## src/rtl/apb_dtimer.sv

```systemverilog
module apb_dtimer #(
  parameter int          NUM_CH  = 2,
  parameter int          CW      = 32,
  parameter int          AW      = 8,
  parameter logic [31:0] VERSION = 32'h0001_0203
) (
  input  logic              pclk,
  input  logic              presetn,
  input  logic              psel,
  input  logic              penable,
  input  logic              pwrite,
  input  logic [AW-1:0]     paddr,
  input  logic [31:0]       pwdata,
  output logic [31:0]       prdata,
  output logic [NUM_CH-1:0] irq
);
  localparam int STRIDE = 20;
  localparam logic [AW-1:0] A_STAT = AW'(8'hA0);
  localparam logic [AW-1:0] A_CEOI = AW'(8'hA4);
  localparam logic [AW-1:0] A_RAW  = AW'(8'hA8);
  localparam logic [AW-1:0] A_VER  = AW'(8'hAC);

  logic          acc, wr, rd, ceoi_rd;
  logic [CW-1:0] ld  [NUM_CH];
  logic [CW-1:0] cnt [NUM_CH];
  logic [2:0]    ctl [NUM_CH];
  logic [NUM_CH-1:0] raw, msk;

  assign acc     = psel & penable;
  assign wr      = acc & pwrite;
  assign rd      = acc & ~pwrite;
  assign ceoi_rd = rd && (paddr == A_CEOI);
  assign irq     = msk;

  for (genvar i = 0; i < NUM_CH; i++) begin : g_ch
    localparam int BASE = i * STRIDE;
    logic          in_ch, ld_we, ctl_we, eoi_rd, en_rise, expire;
    logic [AW-1:0] off;

    assign in_ch   = (int'(paddr) >= BASE) && (int'(paddr) < BASE + STRIDE);
    assign off     = paddr - AW'(BASE);
    assign ld_we   = wr && in_ch && (off == AW'(0));
    assign ctl_we  = wr && in_ch && (off == AW'(8));
    assign eoi_rd  = rd && in_ch && (off == AW'(12));
    assign en_rise = ctl_we && pwdata[0] && !ctl[i][0];
    assign expire  = ctl[i][0] && (cnt[i] == '0);
    assign msk[i]  = raw[i] & ~ctl[i][2];

    always_ff @(posedge pclk or negedge presetn) begin
      if (!presetn) begin
        ld[i]  <= '0;
        cnt[i] <= '0;
        ctl[i] <= '0;
        raw[i] <= 1'b0;
      end else begin
        if (ld_we)  ld[i]  <= CW'(pwdata);
        if (ctl_we) ctl[i] <= pwdata[2:0];
        if (en_rise)        cnt[i] <= ld[i];
        else if (expire)    cnt[i] <= ctl[i][1] ? ld[i] : '1;
        else if (ctl[i][0]) cnt[i] <= cnt[i] - 1'b1;
        if (expire)                   raw[i] <= 1'b1;
        else if (eoi_rd || ceoi_rd)   raw[i] <= 1'b0;
      end
    end

    assert_decrement_R3: assert property (@(posedge pclk) disable iff (!presetn)
      ctl[i][0] && cnt[i] != '0 && !ctl_we |=> cnt[i] == $past(cnt[i]) - 1'b1);
    assert_periodic_reload_R4: assert property (@(posedge pclk) disable iff (!presetn)
      ctl[i][1:0] == 2'b11 && cnt[i] == '0 && !ctl_we |=> cnt[i] == $past(ld[i]) && raw[i]);
    assert_free_reload_R5: assert property (@(posedge pclk) disable iff (!presetn)
      ctl[i][1:0] == 2'b01 && cnt[i] == '0 && !ctl_we |=> cnt[i] == '1 && raw[i]);
    assert_freeze_R6: assert property (@(posedge pclk) disable iff (!presetn)
      !ctl[i][0] && !ctl_we |=> $stable(cnt[i]));
    assert_eoi_clear_R7: assert property (@(posedge pclk) disable iff (!presetn)
      eoi_rd && !(ctl[i][0] && cnt[i] == '0) |=> !raw[i]);
    assert_mask_R9: assert property (@(posedge pclk) disable iff (!presetn)
      ctl[i][2] |-> !irq[i]);
  end

  always_comb begin
    prdata = '0;
    if (rd) begin
      for (int k = 0; k < NUM_CH; k++) begin
        if (int'(paddr) >= k * STRIDE && int'(paddr) < k * STRIDE + STRIDE) begin
          case (int'(paddr) - k * STRIDE)
            0:       prdata = 32'(ld[k]);
            4:       prdata = 32'(cnt[k]);
            8:       prdata = {29'b0, ctl[k]};
            16:      prdata = {31'b0, msk[k]};
            default: prdata = '0;
          endcase
        end
      end
      case (paddr)
        A_STAT:  prdata = 32'(msk);
        A_RAW:   prdata = 32'(raw);
        A_VER:   prdata = VERSION;
        default: ;
      endcase
    end
  end
endmodule

```

## config.mk

```make
export PLATFORM = sky130hd
export DESIGN_NAME = apb_dtimer
export DESIGN_NICKNAME = d
export VERILOG_FILES = /design/src/rtl/apb_dtimer.sv
export SDC_FILE = /design/constraint.sdc
export NUM_CORES = 1
export LEC_CHECK = 0
export BUFFER_PORTS_ARGS = -buffer_cell sky130_fd_sc_hd__buf_2
export CAP_MARGIN = 5
export CELL_PAD_IN_SITES_DETAIL_PLACEMENT = 0
export CELL_PAD_IN_SITES_GLOBAL_PLACEMENT = 1
export CORE_MARGIN = 2
export CORE_UTILIZATION = 51
export DETAILED_ROUTE_END_ITERATION = 10
export GPL_TIMING_DRIVEN = 0
export HOLD_SLACK_MARGIN = 0.08
export PLACE_DENSITY = 0.89
export SETUP_SLACK_MARGIN = 0.3
export SYNTH_ARGS = -nofsm -noshare
export SYNTH_HDL_FRONTEND = slang
export SYNTH_SLANG_ARGS = --single-unit
```

## constraint.sdc

```tcl
create_clock -name pclk -period 6.7 [get_ports pclk]
set_clock_uncertainty 0.05 [all_clocks]
set_input_delay 0.335 -clock pclk [delete_from_list [all_inputs] [get_ports pclk]]
set_output_delay 0.335 -clock pclk [all_outputs]
set_load 0.1 [all_outputs]
```

After elaboration in Yosys (flattened, before gate mapping)
Index checks and enable logic that the tools add are counted.
- bits in registers: 136
- bits in latches: 0
- RAM bits: 0
- ROM bits: 0
- output and inout port bits: 34
- word-level logic and storage cells: 86
- memories: 0
- add/sub/neg operators: 4
- multiply operators: 0
- divide/modulo/power cells: 0
- order comparisons: 3
- equal/unequal tests: 13
- shift operators: 0
- mux-type cells: 18
- bitwise logic cells: 8
- reduce and logical (&&, ||, !) cells: 32
- operators by type and width (cell ; number):
    2-to-1 mux 32 bit ; 11
    case mux 32 bit (4 select lines) ; 2
    logical NOT 32 bit ; 4
    case mux 32 bit (3 select lines) ; 1
    subtractor 32 x 1 -> 32 bit (second input constant) ; 2
    == test 32 x 3 -> 1 bit (second input constant) ; 1
    == test 32 x 4 -> 1 bit (second input constant) ; 1
    == test 32 x 5 -> 1 bit (second input constant) ; 1
    == test 8 x 4 -> 1 bit (second input constant) ; 4
    == test 8 bit (second input constant) ; 4
    logical AND 1 bit ; 18
    logical NOT 8 bit ; 2
    subtractor 8 x 5 -> 9 bit (second input constant) ; 1
    == test 8 x 3 -> 1 bit (second input constant) ; 1
    == test 8 x 5 -> 1 bit (second input constant) ; 1
    greater-or-equal comparator 8 x 5 -> 1 bit (second input constant) ; 1
    < comparator 8 x 5 -> 1 bit (second input constant) ; 1
    < comparator 8 x 6 -> 1 bit (second input constant) ; 1
    subtractor 8 x 5 -> 8 bit (second input constant) ; 1
    nonzero test 3 bit ; 2
    AND 1 bit ; 5
    2-to-1 mux 1 bit ; 4
    nonzero test 2 bit ; 2
    NOT 1 bit ; 3
    other kinds (2) ; 4

Logic depth before layout (Yosys ltp)
Gate-level depths: netlist of run 1.
- depth after elaboration: 7
- mapped depth: 9
- mapped depth without buffers: 7

Worst setup path before layout of run 1
Ideal clock, no wire load.
- path kind: register -> output
- start: register ctl[5] in the netlist's numbering
- end: output port prdata[0]
- arrival: 3974 ps
- path slack: 2341 ps
- stages on the path, launching flop included: 6
- path buffers: 0
- path through: dfrtp_1 > nor2b_1 > mux2i_1 > nor4_1 > a31oi_1 > a41oi_1
- longest elaborated chain between the ends: 7
- ends and longest elaborated chain (item ; line ; source):
    start, declared ; 26 ; logic [2:0] ctl [NUM_CH];
    start signal, assigned by index ; 57 ; if (ctl_we) ctl[i] <= pwdata[2:0];
    NOT 1 bit * ; 47 ; assign msk[i] = raw[i] & ~ctl[i][2];
    AND 1 bit * ; 47 ;
    via irq[0] ; 15 ; output logic [NUM_CH-1:0] irq
    case mux 32 bit (4 select lines) ; 85 ; case (int'(paddr) - k * STRIDE)
    2-to-1 mux 32 bit (2 in a row) ; 84 ; if (int'(paddr) >= k * STRIDE && int'(paddr) < k * STRIDE + STRIDE) begin
    case mux 32 bit (3 select lines) * ; 94 ; case (paddr)
    2-to-1 mux 32 bit * ; 82 ; if (rd) begin
    end, declared ; 14 ; output logic [31:0] prdata,
The timed path passes the listed nets; every way through them passes the cells marked *.

Worst setup path after layout of run 1
- start: input port paddr[4]
- end: output port prdata[29]
- longest elaborated chain between the ends: 6
- elaborated cells between the ends (all ways): 22
- ends and longest elaborated chain (item ; line ; source):
    start, declared ; 12 ; input logic [AW-1:0] paddr,
    subtractor 8 x 5 -> 9 bit (tied with other cells) ; 85 ;
    == test 32 x 5 -> 1 bit (tied with other cells) ; 85 ;
    case mux 32 bit (4 select lines) or 2-to-1 mux 32 bit (tied branches) ; 85, 84 ;
    2-to-1 mux 32 bit ; 84 ;
    case mux 32 bit (3 select lines) * ; 94 ;
    2-to-1 mux 32 bit * ; 82 ;
Every way passes the cells marked *; elsewhere a longest branch is shown, timed or not.

==> impl_metrics.prom, run 1 <==
# TYPE chip_impl_metric gauge
chip_impl_info{name="criticalPathCategory",value="primary input to output pin"} 1
chip_impl_metric{name="cts_setup_buffers",unit=""} 0
chip_impl_metric{name="irDropWorstVdd",unit="µV"} 183
chip_impl_info{name="startpoint",value="paddr[4]"} 1
chip_impl_metric{name="final_core_util",unit="%"} 59.9
chip_impl_metric{name="net_count_synth",unit=""} 932
chip_impl_metric{name="num-nets-final",unit=""} 1030
chip_impl_metric{name="finalSetupTns",unit="ns"} 0
chip_impl_metric{name="final_hold_vio_count",unit=""} 0
chip_impl_info{name="r2r-end",value="cnt[7]"} 1
chip_impl_metric{name="total_leakage_power",unit="nW"} 4.12
chip_impl_metric{name="cp_slowest_stage_delay",unit="ns"} 0.64
chip_impl_metric{name="synth.avg_cell_area",unit="µm²"} 9.60
chip_impl_metric{name="finalCritPeriodShare",unit="%"} 57.7
chip_impl_metric{name="row_count",unit=""} 47
chip_impl_metric{name="syn_area",unit="µm²"} 8500
chip_impl_metric{name="maxSlewViolCount",unit=""} 0
chip_impl_info{name="crit_path_cell_trace",value="clkbuf_1, or4_1, clkbuf_1, nor2_1, clkbuf_1, a222oi_1, a21oi_1, buf_2"} 1
chip_impl_info{name="synth_flop_cell",value="sky130_fd_sc_hd__dfrtp_1"} 1
chip_impl_metric{name="cp.arrival",unit="ns"} 3.48
chip_impl_metric{name="synthCells",unit=""} 885
chip_impl_metric{name="die_h",unit="µm"} 133
chip_impl_metric{name="netlist.area_leader.share",unit="%"} 40.1
chip_impl_metric{name="ys_seq_area_share",unit="%"} 40.1
chip_impl_metric{name="fp.dieW",unit="µm"} 133
chip_impl_metric{name="layout_min_cycle_time",unit="ns"} 3.86
chip_impl_metric{name="per_cell_routed_wire_length",unit="µm"} 24.2
chip_impl_metric{name="gp_congestion",unit=""} 0.993
chip_impl_metric{name="p_clk_share",unit="%"} 41.3
chip_impl_info{name="slowest_stage",value="sky130_fd_sc_hd__clkbuf_1"} 1
chip_impl_info{name="regToRegStartpoint",value="cnt[0]"} 1
chip_impl_metric{name="first_pass_grt_wire_length",unit="mm"} 45.3
chip_impl_info{name="critical_path_start_type",value="primary input"} 1
chip_impl_metric{name="io_buffer_count",unit=""} 77
chip_impl_metric{name="internal_power",unit="W"} 0.00166
chip_impl_metric{name="yosysUniqueCellTypes",unit=""} 77
chip_impl_metric{name="setup.reg_to_reg.worst_slack",unit="ns"} 3.60
chip_impl_metric{name="number_of_register_bits_inferred_by_synthesis",unit=""} 136
chip_impl_info{name="hold_path.class",value="primary input to flop"} 1
chip_impl_metric{name="cts-buffers-inserted",unit=""} 17
chip_impl_metric{name="slew_headroom",unit="%"} 17.2
chip_impl_metric{name="fraction_of_power_consumed_by_combinational_cells",unit="%"} 17.7
chip_impl_metric{name="totalPowerFinal",unit="W"} 0.00244
chip_impl_metric{name="grt_start_max_net_pins",unit=""} 75
chip_impl_info{name="synth_top_cells_by_area",value="sky130_fd_sc_hd__dfrtp_1 (40%), sky130_fd_sc_hd__mux2_2 (10%), sky130_fd_sc_hd__a21oi_1 (3.3%), sky130_fd_sc_hd__a222oi_1 (3.3%), sky130_fd_sc_hd__mux2i_1 (3.3%)"} 1
chip_impl_info{name="layout_commonest_cell",value="sky130_fd_sc_hd__dfrtp_1"} 1
chip_impl_metric{name="starting_density",unit="%"} 51.8
chip_impl_metric{name="power-per-cell-area",unit="nW/µm²"} 248
chip_impl_metric{name="clkTransAtPathRegs",unit="ns"} 0.07
chip_impl_metric{name="postLayoutCellArea",unit="µm²"} 9820
chip_impl_metric{name="layout_cells_sized_above_1",unit="%"} 24.1
chip_impl_metric{name="detailroute.via_count",unit=""} 8181
chip_impl_metric{name="timing.critical_path.fanout_max",unit=""} 10
chip_impl_metric{name="place_hpwl",unit="mm"} 21.5
chip_impl_metric{name="final.hold.worst_slack",unit="ns"} 0.0890
chip_impl_metric{name="postPlaceCellArea",unit="µm²"} 9190
chip_impl_metric{name="cts_max_level",unit=""} 4
chip_impl_metric{name="floorplan.die_area",unit="µm²"} 17700
chip_impl_metric{name="r2r.worst_path.cells",unit=""} 9
chip_impl_metric{name="synth_enable_flop_cells",unit=""} 0
chip_impl_metric{name="worstSkewPairLatency",unit="ns"} 0.44
chip_impl_metric{name="pwr-share-seq",unit="%"} 40.9
chip_impl_metric{name="drt-initial-drc-count",unit=""} 1055
chip_impl_metric{name="share_of_synthesized_registers_carrying_an_async_set_or_reset",unit="%"} 100
chip_impl_metric{name="clock_path_buffers",unit=""} 2
chip_impl_metric{name="final_antenna_net_count",unit=""} 0
chip_impl_metric{name="post-route-drc-count",unit=""} 0
chip_impl_info{name="netlist.top_cell.by_area",value="sky130_fd_sc_hd__dfrtp_1"} 1
chip_impl_info{name="layout_common_cells",value="sky130_fd_sc_hd__dfrtp_1 (136), sky130_fd_sc_hd__buf_2 (86), sky130_fd_sc_hd__mux2_2 (79)"} 1
chip_impl_info{name="worstSetupEndpoint",value="prdata[29]"} 1
chip_impl_metric{name="synth.yosys.warnings",unit=""} 0
chip_impl_metric{name="n_antenna_cell",unit=""} 0
chip_impl_metric{name="maxCapViolations",unit=""} 0
chip_impl_metric{name="groute.usage.overall",unit="%"} 33.8
chip_impl_metric{name="wl",unit="mm"} 29.4
chip_impl_metric{name="grt_pass1_vias",unit=""} 7738
chip_impl_metric{name="core_area",unit="µm²"} 16400
chip_impl_info{name="timing.critical_path.mode_cell",value="sky130_fd_sc_hd__clkbuf_1"} 1
chip_impl_metric{name="fmaxAchievable",unit="MHz"} 259
chip_impl_metric{name="grt_antenna_before_repair",unit=""} 0
chip_impl_metric{name="clock-sinks",unit=""} 136
chip_impl_metric{name="vias_per_cell",unit=""} 6.73
chip_impl_info{name="cts_tree",value="built"} 1
chip_impl_info{name="grt_setup_unrepaired",value="false"} 1
chip_impl_info{name="clock-root-buffer",value="sky130_fd_sc_hd__clkbuf_16"} 1
chip_impl_metric{name="sw_frac_of_total",unit="%"} 32.0
chip_impl_metric{name="total_switching_power",unit="W"} 0.000780
chip_impl_metric{name="io_pins",unit=""} 79
chip_impl_info{name="kind_of_end_point_of_the_critical_path",value="output pin"} 1
chip_impl_metric{name="dr.pass1.iters",unit=""} 8
chip_impl_metric{name="areaGrowthSynthToFinish",unit="%"} 15.6
chip_impl_metric{name="worst_slew_pin_slew",unit="ns"} 1.24
chip_impl_metric{name="setup_viol_count_final",unit=""} 0
chip_impl_info{name="outcome",value="complete, no violations"} 1
chip_impl_metric{name="cp_data_required_time",unit="ns"} 6.31
chip_impl_metric{name="gr-total-overflow",unit=""} 0
[critical path: cells and delay by family]
| kind | cells | cell delay (ns) |
|---|---|---|
| buffers and inverters | 4 | 1.51 |
| and+or+nand+nor | 2 | 0.96 |
| AOI/OAI and AO/OA | 2 | 0.66 |
[synth_stat cells (all sizes together), types with 13 or more instances]
library cell / n
nor3: 35
nand3: 24
a21oi: 56
nor2: 72
buf: 20
inv: 14
o22ai: 24
nand4: 17
xnor2: 16
mux2: 79
dfrtp: 136
mux2i: 28
nor4: 26
clkbuf: 45
a222oi: 28
or3: 13
o21ai: 28
nand2: 62
[worst min-delay path by stage]
stage	from	end	slack (ns)	cells after the start
2_1_floorplan	presetn	cnt[0]	-0.01	0
3_3_place_gp	raw[0]	raw[0]	0.45	2
3_5_place_dp	presetn	cnt[18]	0.37	1
4_1_cts	pwdata[24]	ld[56]	0.09	2
5_1_grt	pwdata[17]	ld[17]	0.09	2
6_report	pwdata[20]	ld[20]	0.09	2
[per-layer routing]
| layer | global-route usage, % | part of all wire, % | vias to the layer above |
|---|---|---|---|
| li1 | - | - | 3641 |
| met3 | 6.78 | 9.2 | 83 |
| met5 | 0 | 0 | - |
| met2 | 51.7 | 45 | 449 |
| met1 | 46.9 | 42 | 4008 |
| met4 | 14.5 | 3.6 | 0 |
[registers in the layout, indices dropped and copies added (netlist names)]
| name | flops |
|---|---|
| cnt | 64 |
| ctl | 6 |
| ld | 64 |
| raw | 2 |
[power by group through the flow]
stage | Sequential (W) | Clock, W | Combinational (W)
4_1_cts | 0.000993 | 0.00101 | 0.000424
3_5_place_dp | 0.00101 | 0 | 0.000418
2_1_floorplan | 0.000974 | 0 | 0.000307
5_1_grt | 0.00101 | 0.00105 | 0.000468
3_3_place_gp | 0.00100 | 0 | 0.000410
6_report | 0.000999 | 0.00101 | 0.000433
[per-stage QoR]
step / setup WS, ns / cells
after floorplan: 2.34 / 885
after global placement: 2.83 / 1182
after detailed placement: 2.94 / 1183
after CTS: 2.94 / 1216
after global routing: 2.77 / 1216
final: 2.84 / 1216
[logic make-up after synthesis]
| logic type | after synthesis | share of synthesized area [%] |
|---|---|---|
| xor gates and xnor gates | 23 | 2.37 |
| DFF | 136 | 40.1 |
| and+or+nand+nor | 305 | 19.7 |
| AOI/OAI and AO/OA | 233 | 19.8 |
| buffers and inverters | 79 | 4.04 |
| muxes | 107 | 13.8 |
| adders and majority gates | 2 | 0.295 |
[timing repair]
item | CTS | global route
hold buffers | 1 | 0
hold endpoints to repair | 73 | 0
resized for setup | 0 | 0
[cell type report]
class,instances,area [µm²]
inverter,14,52.6
multi-input combinational,670,4750
fill,1420,6580
clock buffer,18,439
timing repair buffer,79,429
clock inverter,14,185
buffer,65,290
sequential,136,3400
tap,220,275
No activity file was read; power rests on OpenSTA's default activity.
==> run 2, diff against run 1 <==
--- a/config.mk
+++ b/config.mk
@@ -5,16 +5,17 @@
 export SDC_FILE = /design/constraint.sdc
 export NUM_CORES = 1
 export LEC_CHECK = 0
+export ABC_AREA = 1
 export BUFFER_PORTS_ARGS = -buffer_cell sky130_fd_sc_hd__buf_2
 export CAP_MARGIN = 5
 export CELL_PAD_IN_SITES_DETAIL_PLACEMENT = 0
 export CELL_PAD_IN_SITES_GLOBAL_PLACEMENT = 1
 export CORE_MARGIN = 2
-export CORE_UTILIZATION = 51
+export CORE_UTILIZATION = 39
 export DETAILED_ROUTE_END_ITERATION = 10
 export GPL_TIMING_DRIVEN = 0
 export HOLD_SLACK_MARGIN = 0.08
-export PLACE_DENSITY = 0.89
+export PLACE_DENSITY = 0.79
 export SETUP_SLACK_MARGIN = 0.3
 export SYNTH_ARGS = -nofsm -noshare
 export SYNTH_HDL_FRONTEND = slang
==> constraint.sdc (replaced) <==
create_clock -name pclk -period 3.4 [get_ports pclk]
set_clock_uncertainty 0.05 [all_clocks]
set_input_delay 0.17 -clock pclk [delete_from_list [all_inputs] [get_ports pclk]]
set_output_delay 0.17 -clock pclk [all_outputs]
set_load 0.1 [all_outputs]
==> impl_metrics.prom, run 2 <==
# TYPE chip_impl_metric gauge
chip_impl_info{name="outcome",value="complete, no violations"} 1
chip_impl_info{name="slowest_stage",value="sky130_fd_sc_hd__o21ai_0"} 1
chip_impl_info{name="reg.largest.list",value="cnt x64, ld x64, ctl x6"} 1
chip_impl_metric{name="cts_max_level",unit=""} 4
chip_impl_info{name="r2r-end",value="cnt[59]"} 1
chip_impl_metric{name="setup_viol_count_final",unit=""} 0
chip_impl_info{name="synth_commonest_cells",value="sky130_fd_sc_hd__nand2_1 (401), sky130_fd_sc_hd__inv_1 (218), sky130_fd_sc_hd__o21ai_0 (157), sky130_fd_sc_hd__nor2_1 (147), sky130_fd_sc_hd__dfrtp_1 (136)"} 1
chip_impl_metric{name="detailroute.via_count",unit=""} 9916
chip_impl_metric{name="share_of_synthesized_registers_carrying_an_async_set_or_reset",unit="%"} 100
chip_impl_metric{name="cts-buffers-inserted",unit=""} 17
chip_impl_metric{name="worst_slew_pin_slew",unit="ns"} 0.812
chip_impl_info{name="path_delay_family",value="buffers and inverters"} 1
chip_impl_metric{name="synthCells",unit=""} 1426
chip_impl_metric{name="layout_min_cycle_time",unit="ns"} 2.82
chip_impl_metric{name="slew_headroom",unit="%"} 45.4
chip_impl_metric{name="row_count",unit=""} 56
chip_impl_metric{name="grt_pass1_vias",unit=""} 9528
chip_impl_metric{name="cp_num_buf_inv",unit=""} 6
chip_impl_metric{name="gr-total-overflow",unit=""} 0
chip_impl_metric{name="clock_path_buffers",unit=""} 2
chip_impl_metric{name="worstSkewPairLatency",unit="ns"} 0.43
chip_impl_info{name="layout_common_cells",value="sky130_fd_sc_hd__nand2_1 (401), sky130_fd_sc_hd__inv_1 (218), sky130_fd_sc_hd__o21ai_0 (157)"} 1
chip_impl_metric{name="grt_start_max_net_pins",unit=""} 88
chip_impl_metric{name="synth.yosys.warnings",unit=""} 0
chip_impl_metric{name="power-per-cell-area",unit="nW/µm²"} 419
chip_impl_metric{name="maxCapViolations",unit=""} 0
chip_impl_metric{name="cp_slowest_stage_delay",unit="ns"} 0.55
chip_impl_metric{name="number_of_register_bits_inferred_by_synthesis",unit=""} 136
chip_impl_metric{name="yosysUniqueCellTypes",unit=""} 44
chip_impl_info{name="synth_top_cells_by_area",value="sky130_fd_sc_hd__dfrtp_1 (36%), sky130_fd_sc_hd__nand2_1 (16%), sky130_fd_sc_hd__inv_1 (8.7%), sky130_fd_sc_hd__o21ai_0 (8.3%), sky130_fd_sc_hd__nand3_1 (6.4%)"} 1
chip_impl_metric{name="layout.filler_cells",unit=""} 2483
chip_impl_metric{name="place_hpwl",unit="mm"} 27.5
chip_impl_metric{name="n_antenna_cell",unit=""} 0
chip_impl_info{name="yosysMostFrequentCell",value="sky130_fd_sc_hd__nand2_1"} 1
chip_impl_info{name="min-delay-start",value="pwdata[0]"} 1
chip_impl_info{name="hold_path.class",value="primary input to flop"} 1
chip_impl_metric{name="per_cell_routed_wire_length",unit="µm"} 18.9
chip_impl_metric{name="netlist.area_leader.share",unit="%"} 36.1
chip_impl_metric{name="cp_data_required_time",unit="ns"} 3.18
chip_impl_metric{name="first_pass_grt_wire_length",unit="mm"} 55.6
chip_impl_metric{name="post_cts_resize_count",unit=""} 0
chip_impl_metric{name="cp.arrival",unit="ns"} 2.60
chip_impl_metric{name="dr.pass1.iters",unit=""} 6
chip_impl_info{name="critical_path_start_type",value="primary input"} 1
chip_impl_metric{name="starting_density",unit="%"} 39.9
chip_impl_metric{name="fp.dieW",unit="µm"} 159
chip_impl_metric{name="maxSlewViolCount",unit=""} 0
chip_impl_info{name="regToRegStartpoint",value="cnt[32]"} 1
chip_impl_metric{name="drt-initial-drc-count",unit=""} 945
chip_impl_metric{name="r2r.worst_path.cells",unit=""} 13
chip_impl_metric{name="floorplan.die_area",unit="µm²"} 25400
chip_impl_info{name="kind_of_end_point_of_the_critical_path",value="output pin"} 1
chip_impl_info{name="timing.critical_path.mode_cell",value="sky130_fd_sc_hd__buf_2"} 1
chip_impl_metric{name="clock-sinks",unit=""} 136
chip_impl_info{name="whs_endpoint",value="ld[32]"} 1
chip_impl_metric{name="irDropWorstVdd",unit="µV"} 266
chip_impl_metric{name="ys_seq_area_share",unit="%"} 36.1
chip_impl_info{name="netlist.top_cell.by_area",value="sky130_fd_sc_hd__dfrtp_1"} 1
chip_impl_info{name="layout_commonest_cell",value="sky130_fd_sc_hd__nand2_1"} 1
chip_impl_metric{name="timing.critical_path.fanout_max",unit=""} 10
chip_impl_metric{name="gp_congestion",unit=""} 0.935
chip_impl_metric{name="final_hold_vio_count",unit=""} 0
chip_impl_metric{name="postLayoutCellArea",unit="µm²"} 11200
chip_impl_metric{name="clkTransAtPathRegs",unit="ns"} 0.06
chip_impl_info{name="clock-root-buffer",value="sky130_fd_sc_hd__clkbuf_16"} 1
chip_impl_metric{name="groute.usage.overall",unit="%"} 28.5
chip_impl_info{name="grt_setup_unrepaired",value="false"} 1
chip_impl_metric{name="wl",unit="mm"} 35.6
chip_impl_metric{name="layout_cells_sized_above_1",unit="%"} 12.0
chip_impl_metric{name="total_leakage_power",unit="nW"} 5.51
chip_impl_metric{name="fmaxAchievable",unit="MHz"} 355
chip_impl_metric{name="grt_antenna_before_repair",unit=""} 0
chip_impl_metric{name="num-nets-final",unit=""} 1603
chip_impl_metric{name="vias_per_cell",unit=""} 5.25
chip_impl_metric{name="postPlaceCellArea",unit="µm²"} 10300
chip_impl_metric{name="syn_area",unit="µm²"} 9430
chip_impl_metric{name="io_pins",unit=""} 79
chip_impl_metric{name="areaGrowthSynthToFinish",unit="%"} 18.7
chip_impl_info{name="crit_path_cell_trace",value="buf_2, nor2_1, nand2_1, inv_1, nand2_1, buf_2, clkbuf_1, o21ai_0, o21ai_1, inv_1, buf_2"} 1
chip_impl_info{name="synth_flop_cell",value="sky130_fd_sc_hd__dfrtp_1"} 1
chip_impl_info{name="cts_tree",value="built"} 1
chip_impl_metric{name="post-route-drc-count",unit=""} 0
chip_impl_metric{name="synth_enable_flop_cells",unit=""} 0
chip_impl_metric{name="final_core_util",unit="%"} 47.4
chip_impl_metric{name="pre_cts_slack",unit="ns"} 0.657
chip_impl_metric{name="synth.avg_cell_area",unit="µm²"} 6.61
chip_impl_info{name="criticalPathCategory",value="primary input to output pin"} 1
chip_impl_metric{name="finalCritPeriodShare",unit="%"} 82.9
chip_impl_metric{name="setup.reg_to_reg.worst_slack",unit="ns"} 0.74
chip_impl_metric{name="io_buffer_count",unit=""} 78
chip_impl_metric{name="final.setup.worst_slack",unit="ns"} 0.580
chip_impl_metric{name="core_area",unit="µm²"} 23600
chip_impl_metric{name="die_h",unit="µm"} 159
chip_impl_metric{name="net_count_synth",unit=""} 1473
chip_impl_metric{name="worst_hold_path.num_cells",unit=""} 3
chip_impl_metric{name="final_antenna_net_count",unit=""} 0
run 2: changes by cell type in the layout (fill, tap and decap cells not counted), moves of 22 or more:
| cell | previous run | this run |
|---|---|---|
| sky130_fd_sc_hd__mux2i_1 | 28 | 0 |
| sky130_fd_sc_hd__a222oi_1 | 28 | 0 |
| sky130_fd_sc_hd__nand3_1 | 24 | 121 |
| sky130_fd_sc_hd__xor2_1 | 7 | 33 |
| sky130_fd_sc_hd__nor2_1 | 72 | 146 |
| sky130_fd_sc_hd__o21ai_0 | 24 | 157 |
| sky130_fd_sc_hd__inv_1 | 14 | 218 |
| sky130_fd_sc_hd__dlygate4sd3_1 | 1 | 32 |
| sky130_fd_sc_hd__mux2_2 | 79 | 0 |
| sky130_fd_sc_hd__nand2_1 | 62 | 401 |
| sky130_fd_sc_hd__clkbuf_1 | 45 | 23 |
| sky130_fd_sc_hd__a21oi_1 | 56 | 26 |
| sky130_fd_sc_hd__nor3_1 | 33 | 5 |
run 2: per-layer routing:
metal | track usage (%) | wire (µm) | up-vias
met2 | 44.8 | 15800 | 383
met3 | 3.54 | 2250 | 52
met1 | 41.2 | 16800 | 4681
met4 | 8.02 | 718 | 0
li1 | - | - | 4800
met5 | 0 | 0 | -
run 2: worst max-delay path by stage:
stage               startpoint         end  cells after the start
floorplan               raw[0]   prdata[0]                      6
global placement       presetn     cnt[26]                      1
detailed placement    paddr[0]  prdata[30]                     10
CTS                   paddr[0]  prdata[30]                     10
global route          paddr[0]  prdata[26]                     11
finish                paddr[0]  prdata[26]                     11
run 2: repair_timing:
action,CTS,global route
hold buffers,32,0
endpoints found under the hold margin,114,0
buffers inserted,0,0
run 2: layout make-up:
| class | instances | area (µm²) | share of cell area (%) |
|---|---|---|---|
| tap | 319 | 399 | 3.57 |
| buffer | 47 | 278 | 2.48 |
| clock buffer | 18 | 439 | 3.93 |
| multi-input combinational | 1017 | 4900 | 43.8 |
| timing repair buffer | 111 | 744 | 6.65 |
| inverter | 226 | 852 | 7.62 |
| clock inverter | 14 | 171 | 1.53 |
| sequential | 136 | 3400 | 30.4 |
run 2: cell families (layout without fill, tap and decap cells):
| group | Yosys count | count (layout) | synth area share (%) |
|---|---|---|---|
| xor gates and xnor gates | 33 | 33 | 3.07 |
| and+or+nand+nor | 718 | 718 | 32.9 |
| buffers and inverters | 273 | 416 | 12.0 |
| AOI/OAI and AO/OA | 264 | 264 | 15.7 |
| adders and majority gates | 2 | 2 | 0.265 |
| DFF | 136 | 136 | 36.1 |
run 2: worst min-delay path: stages:
cell and delay, ns:
sky130_fd_sc_hd__buf_2 0.17, sky130_fd_sc_hd__inv_1 0.09, sky130_fd_sc_hd__o21ai_0 0.08
run 2: report_power, final:
group / internal, W / leakage (nW) / switching [W] / total, W
Clock: 0.00118 / 0.293 / 0.000796 / 0.00197
Sequential: 0.00176 / 1.60 / 0.000189 / 0.00195
Combinational: 0.000296 / 3.62 / 0.000473 / 0.000770
run 2: through the flow:
stage	TNS, ns	hold WS, ns	power [W]	std cells
after floorplan	0	-0.176	0.00244	1426
after global placement	-6.15	0.405	0.00269	1823
after detailed placement	0	0.113	0.00271	1824
after CTS	0	0.0839	0.00470	1888
after global routing	0	0.117	0.00491	1888
final	0	0.0953	0.00469	1888
==> run 3, diff against run 2 <==
--- a/config.mk
+++ b/config.mk
@@ -5,17 +5,17 @@
 export SDC_FILE = /design/constraint.sdc
 export NUM_CORES = 1
 export LEC_CHECK = 0
-export ABC_AREA = 1
+export ABC_AREA = 0
 export BUFFER_PORTS_ARGS = -buffer_cell sky130_fd_sc_hd__buf_2
 export CAP_MARGIN = 5
 export CELL_PAD_IN_SITES_DETAIL_PLACEMENT = 0
 export CELL_PAD_IN_SITES_GLOBAL_PLACEMENT = 1
 export CORE_MARGIN = 2
-export CORE_UTILIZATION = 39
+export CORE_UTILIZATION = 47
 export DETAILED_ROUTE_END_ITERATION = 10
 export GPL_TIMING_DRIVEN = 0
 export HOLD_SLACK_MARGIN = 0.08
-export PLACE_DENSITY = 0.79
+export PLACE_DENSITY = 0.83
 export SETUP_SLACK_MARGIN = 0.3
 export SYNTH_ARGS = -nofsm -noshare
 export SYNTH_HDL_FRONTEND = slang
==> constraint.sdc (replaced) <==
create_clock -name pclk -period 2.75 [get_ports pclk]
set_clock_uncertainty 0.05 [all_clocks]
set_input_delay 0.1375 -clock pclk [delete_from_list [all_inputs] [get_ports pclk]]
set_output_delay 0.1375 -clock pclk [all_outputs]
set_load 0.1 [all_outputs]
==> impl_metrics.prom, run 3 (same netlist as run 1, synthesis figures left out) <==
# TYPE chip_impl_metric gauge
chip_impl_info{name="outcome",value="complete, no violations"} 1
chip_impl_metric{name="grt_antenna_before_repair",unit=""} 0
chip_impl_metric{name="post-route-drc-count",unit=""} 0
chip_impl_metric{name="irDropWorstVdd",unit="µV"} 488
chip_impl_info{name="cts_tree",value="built"} 1
chip_impl_metric{name="gr-total-overflow",unit=""} 0
chip_impl_metric{name="io_buffer_count",unit=""} 77
chip_impl_metric{name="n_antenna_cell",unit=""} 0
chip_impl_metric{name="row_count",unit=""} 49
chip_impl_metric{name="slew_headroom",unit="%"} 22.4
chip_impl_metric{name="vias_per_cell",unit=""} 6.65
chip_impl_metric{name="cts-buffers-inserted",unit=""} 17
chip_impl_metric{name="met3_wirelength",unit="mm"} 3.14
chip_impl_info{name="criticalPathCategory",value="flop to flop"} 1
chip_impl_info{name="top_metal_layer_carrying_routed_signals",value="met4"} 1
chip_impl_metric{name="worstSkewPairLatency",unit="ns"} 0.43
chip_impl_metric{name="clock-sinks",unit=""} 136
chip_impl_metric{name="dr.pass1.iters",unit=""} 8
chip_impl_metric{name="detailroute.via_count",unit=""} 8690
chip_impl_info{name="r2r-end",value="cnt[34]"} 1
chip_impl_metric{name="total_leakage_power",unit="nW"} 4.73
chip_impl_metric{name="setup.reg_to_reg.worst_slack",unit="ns"} 0.11
chip_impl_metric{name="clock_path_buffers",unit=""} 2
chip_impl_info{name="min-delay-start",value="paddr[1]"} 1
chip_impl_info{name="reg.largest.list",value="cnt x64, ld x64, ctl x6"} 1
chip_impl_metric{name="die_h",unit="µm"} 138
chip_impl_metric{name="final_hold_vio_count",unit=""} 0
chip_impl_metric{name="num-nets-final",unit=""} 1112
chip_impl_metric{name="grt_start_max_net_pins",unit=""} 75
chip_impl_metric{name="worst_hold_path.num_cells",unit=""} 5
chip_impl_metric{name="setup_viol_count_final",unit=""} 0
chip_impl_metric{name="wl_met1",unit="mm"} 13.2
chip_impl_metric{name="first_pass_grt_wire_length",unit="mm"} 49.5
chip_impl_metric{name="gp_congestion",unit=""} 0.968
chip_impl_metric{name="cp.arrival",unit="ns"} 2.92
chip_impl_info{name="regToRegStartpoint",value="cnt[47]"} 1
chip_impl_metric{name="per_cell_routed_wire_length",unit="µm"} 24.8
chip_impl_metric{name="r2r.worst_path.cells",unit=""} 7
chip_impl_metric{name="power-per-cell-area",unit="nW/µm²"} 540
chip_impl_metric{name="areaGrowthSynthToFinish",unit="%"} 37.9
chip_impl_metric{name="drt-initial-drc-count",unit=""} 1152
chip_impl_metric{name="met2_wirelength",unit="mm"} 15.0
chip_impl_info{name="layout_common_cells",value="sky130_fd_sc_hd__dfrtp_1 (131), sky130_fd_sc_hd__mux2_2 (79), sky130_fd_sc_hd__nand2_1 (59)"} 1
chip_impl_metric{name="worst_slew_pin_slew",unit="ns"} 1.16
chip_impl_metric{name="fp.dieW",unit="µm"} 138
chip_impl_metric{name="maxSlewViolCount",unit=""} 0
chip_impl_metric{name="place_hpwl",unit="mm"} 22.6
chip_impl_metric{name="grt_pass1_vias",unit=""} 8260
chip_impl_metric{name="cp_data_required_time",unit="ns"} 3.02
chip_impl_metric{name="layout_min_cycle_time",unit="ns"} 2.64
chip_impl_info{name="grt_setup_unrepaired",value="true"} 1
chip_impl_metric{name="fmaxAchievable",unit="MHz"} 378
chip_impl_metric{name="finalCritPeriodShare",unit="%"} 96.1
chip_impl_info{name="hold_path.class",value="primary input to flop"} 1
chip_impl_metric{name="layout_cells_sized_above_1",unit="%"} 39.8
chip_impl_info{name="whs_endpoint",value="raw[0]"} 1
chip_impl_metric{name="wl",unit="mm"} 32.4
chip_impl_metric{name="starting_density",unit="%"} 47.6
chip_impl_metric{name="cts_max_level",unit=""} 4
chip_impl_metric{name="timing.critical_path.fanout_max",unit=""} 7
chip_impl_info{name="layout_commonest_cell",value="sky130_fd_sc_hd__dfrtp_1"} 1
chip_impl_metric{name="floorplan.die_area",unit="µm²"} 19200
chip_impl_info{name="critical_path_start_type",value="flop"} 1
chip_impl_metric{name="maxCapViolations",unit=""} 0
chip_impl_metric{name="final.hold.worst_slack",unit="ns"} 0.157
chip_impl_metric{name="clkTransAtPathRegs",unit="ns"} 0.07
chip_impl_metric{name="core_area",unit="µm²"} 17800
chip_impl_metric{name="groute.usage.overall",unit="%"} 33.4
chip_impl_metric{name="final_antenna_net_count",unit=""} 0
chip_impl_metric{name="totalPowerFinal",unit="W"} 0.00632
chip_impl_info{name="clock-root-buffer",value="sky130_fd_sc_hd__clkbuf_16"} 1
chip_impl_info{name="kind_of_end_point_of_the_critical_path",value="flop"} 1
chip_impl_metric{name="io_pins",unit=""} 79
## run 3: cell types whose count changed in the layout (fill, tap and decap cells not counted), sizes merged, moves of 28 or more
| cell | delta |
|---|---|
| inv | -207 |
| mux2i | +28 |
| nor2 | -89 |
| a222oi | +28 |
| mux2 | +79 |
| buf | +49 |
| o21ai | -149 |
| nand3 | -101 |
| nand2 | -350 |
## run 3: area by class of cell
| cell class | count | area, µm² |
|---|---|---|
| sequential | 136 | 3410 |
| inverter | 14 | 55.1 |
| buffer | 65 | 410 |
| multi-input combinational | 670 | 5600 |
| fill | 1385 | 6120 |
| timing repair buffer | 161 | 1400 |
| clock buffer | 19 | 443 |
| tap | 229 | 287 |
| clock inverter | 12 | 118 |
## run 3: how the worst max path moves through the flow
stage / start / to / slack (ns) / cells past startpoint
after floorplan: paddr[4] / prdata[28] / 0.05 / 7
after global placement: presetn / ld[32] / -0.54 / 1
after detailed placement: paddr[3] / prdata[27] / -0.45 / 7
after CTS: cnt[48] / cnt[34] / 0.15 / 7
after global routing: cnt[47] / cnt[32] / 0.07 / 9
final: cnt[47] / cnt[34] / 0.11 / 7
## run 3: what timing repair did
action / CTS / global route
hold buffers: 33 / 0
endpoints found under the hold margin: 141 / 0
cloned: 2 / 1
buffers inserted: 35 / 12
pin swaps: 26 / 30
resized for setup: 156 / 93
setup endpoints to repair: 97 / 93
## run 3: worst max-delay path, stage by stage, from the launching register on
cell and delay, ns:
sky130_fd_sc_hd__dfrtp_1 0.40, sky130_fd_sc_hd__or4_4 0.53, sky130_fd_sc_hd__or4_4 0.50, sky130_fd_sc_hd__buf_8 0.15
sky130_fd_sc_hd__o31a_4 0.44, sky130_fd_sc_hd__buf_12 0.16, sky130_fd_sc_hd__buf_16 0.14, sky130_fd_sc_hd__o21a_1 0.17
## run 3: report_power, final
part	switching (W)	leakage (nW)	total (W)	internal (W)
registers	0.000305	1.76	0.00247	0.00216
logic	0.000887	2.70	0.00162	0.000731
clock network	0.000959	0.269	0.00224	0.00128
## run 3: through the flow
| step | setup TNS, ns | cell area [µm²] | utilization (%) | instances | setup slack, ns |
|---|---|---|---|---|---|
| floorplan | 0 | 8760 | - | 885 | 0.0532 |
| global placement | -87.05 | 9430 | 52.9 | 1191 | -0.543 |
| detailed placement | -14.58 | 9460 | 53.0 | 1192 | -0.455 |
| CTS | 0 | 11300 | 63.3 | 1293 | 0.149 |
| global route | 0 | 11700 | 65.7 | 1306 | 0.0747 |
| finish | 0 | 11700 | 65.7 | 1306 | 0.106 |
## run 3: per-layer routing
metal  global-route usage (%)  up-vias
met1                     46.2     4311
met3                     6.48       88
met2                     52.0      496
met4                     13.1        0
li1                         -     3795
met5                        0        -
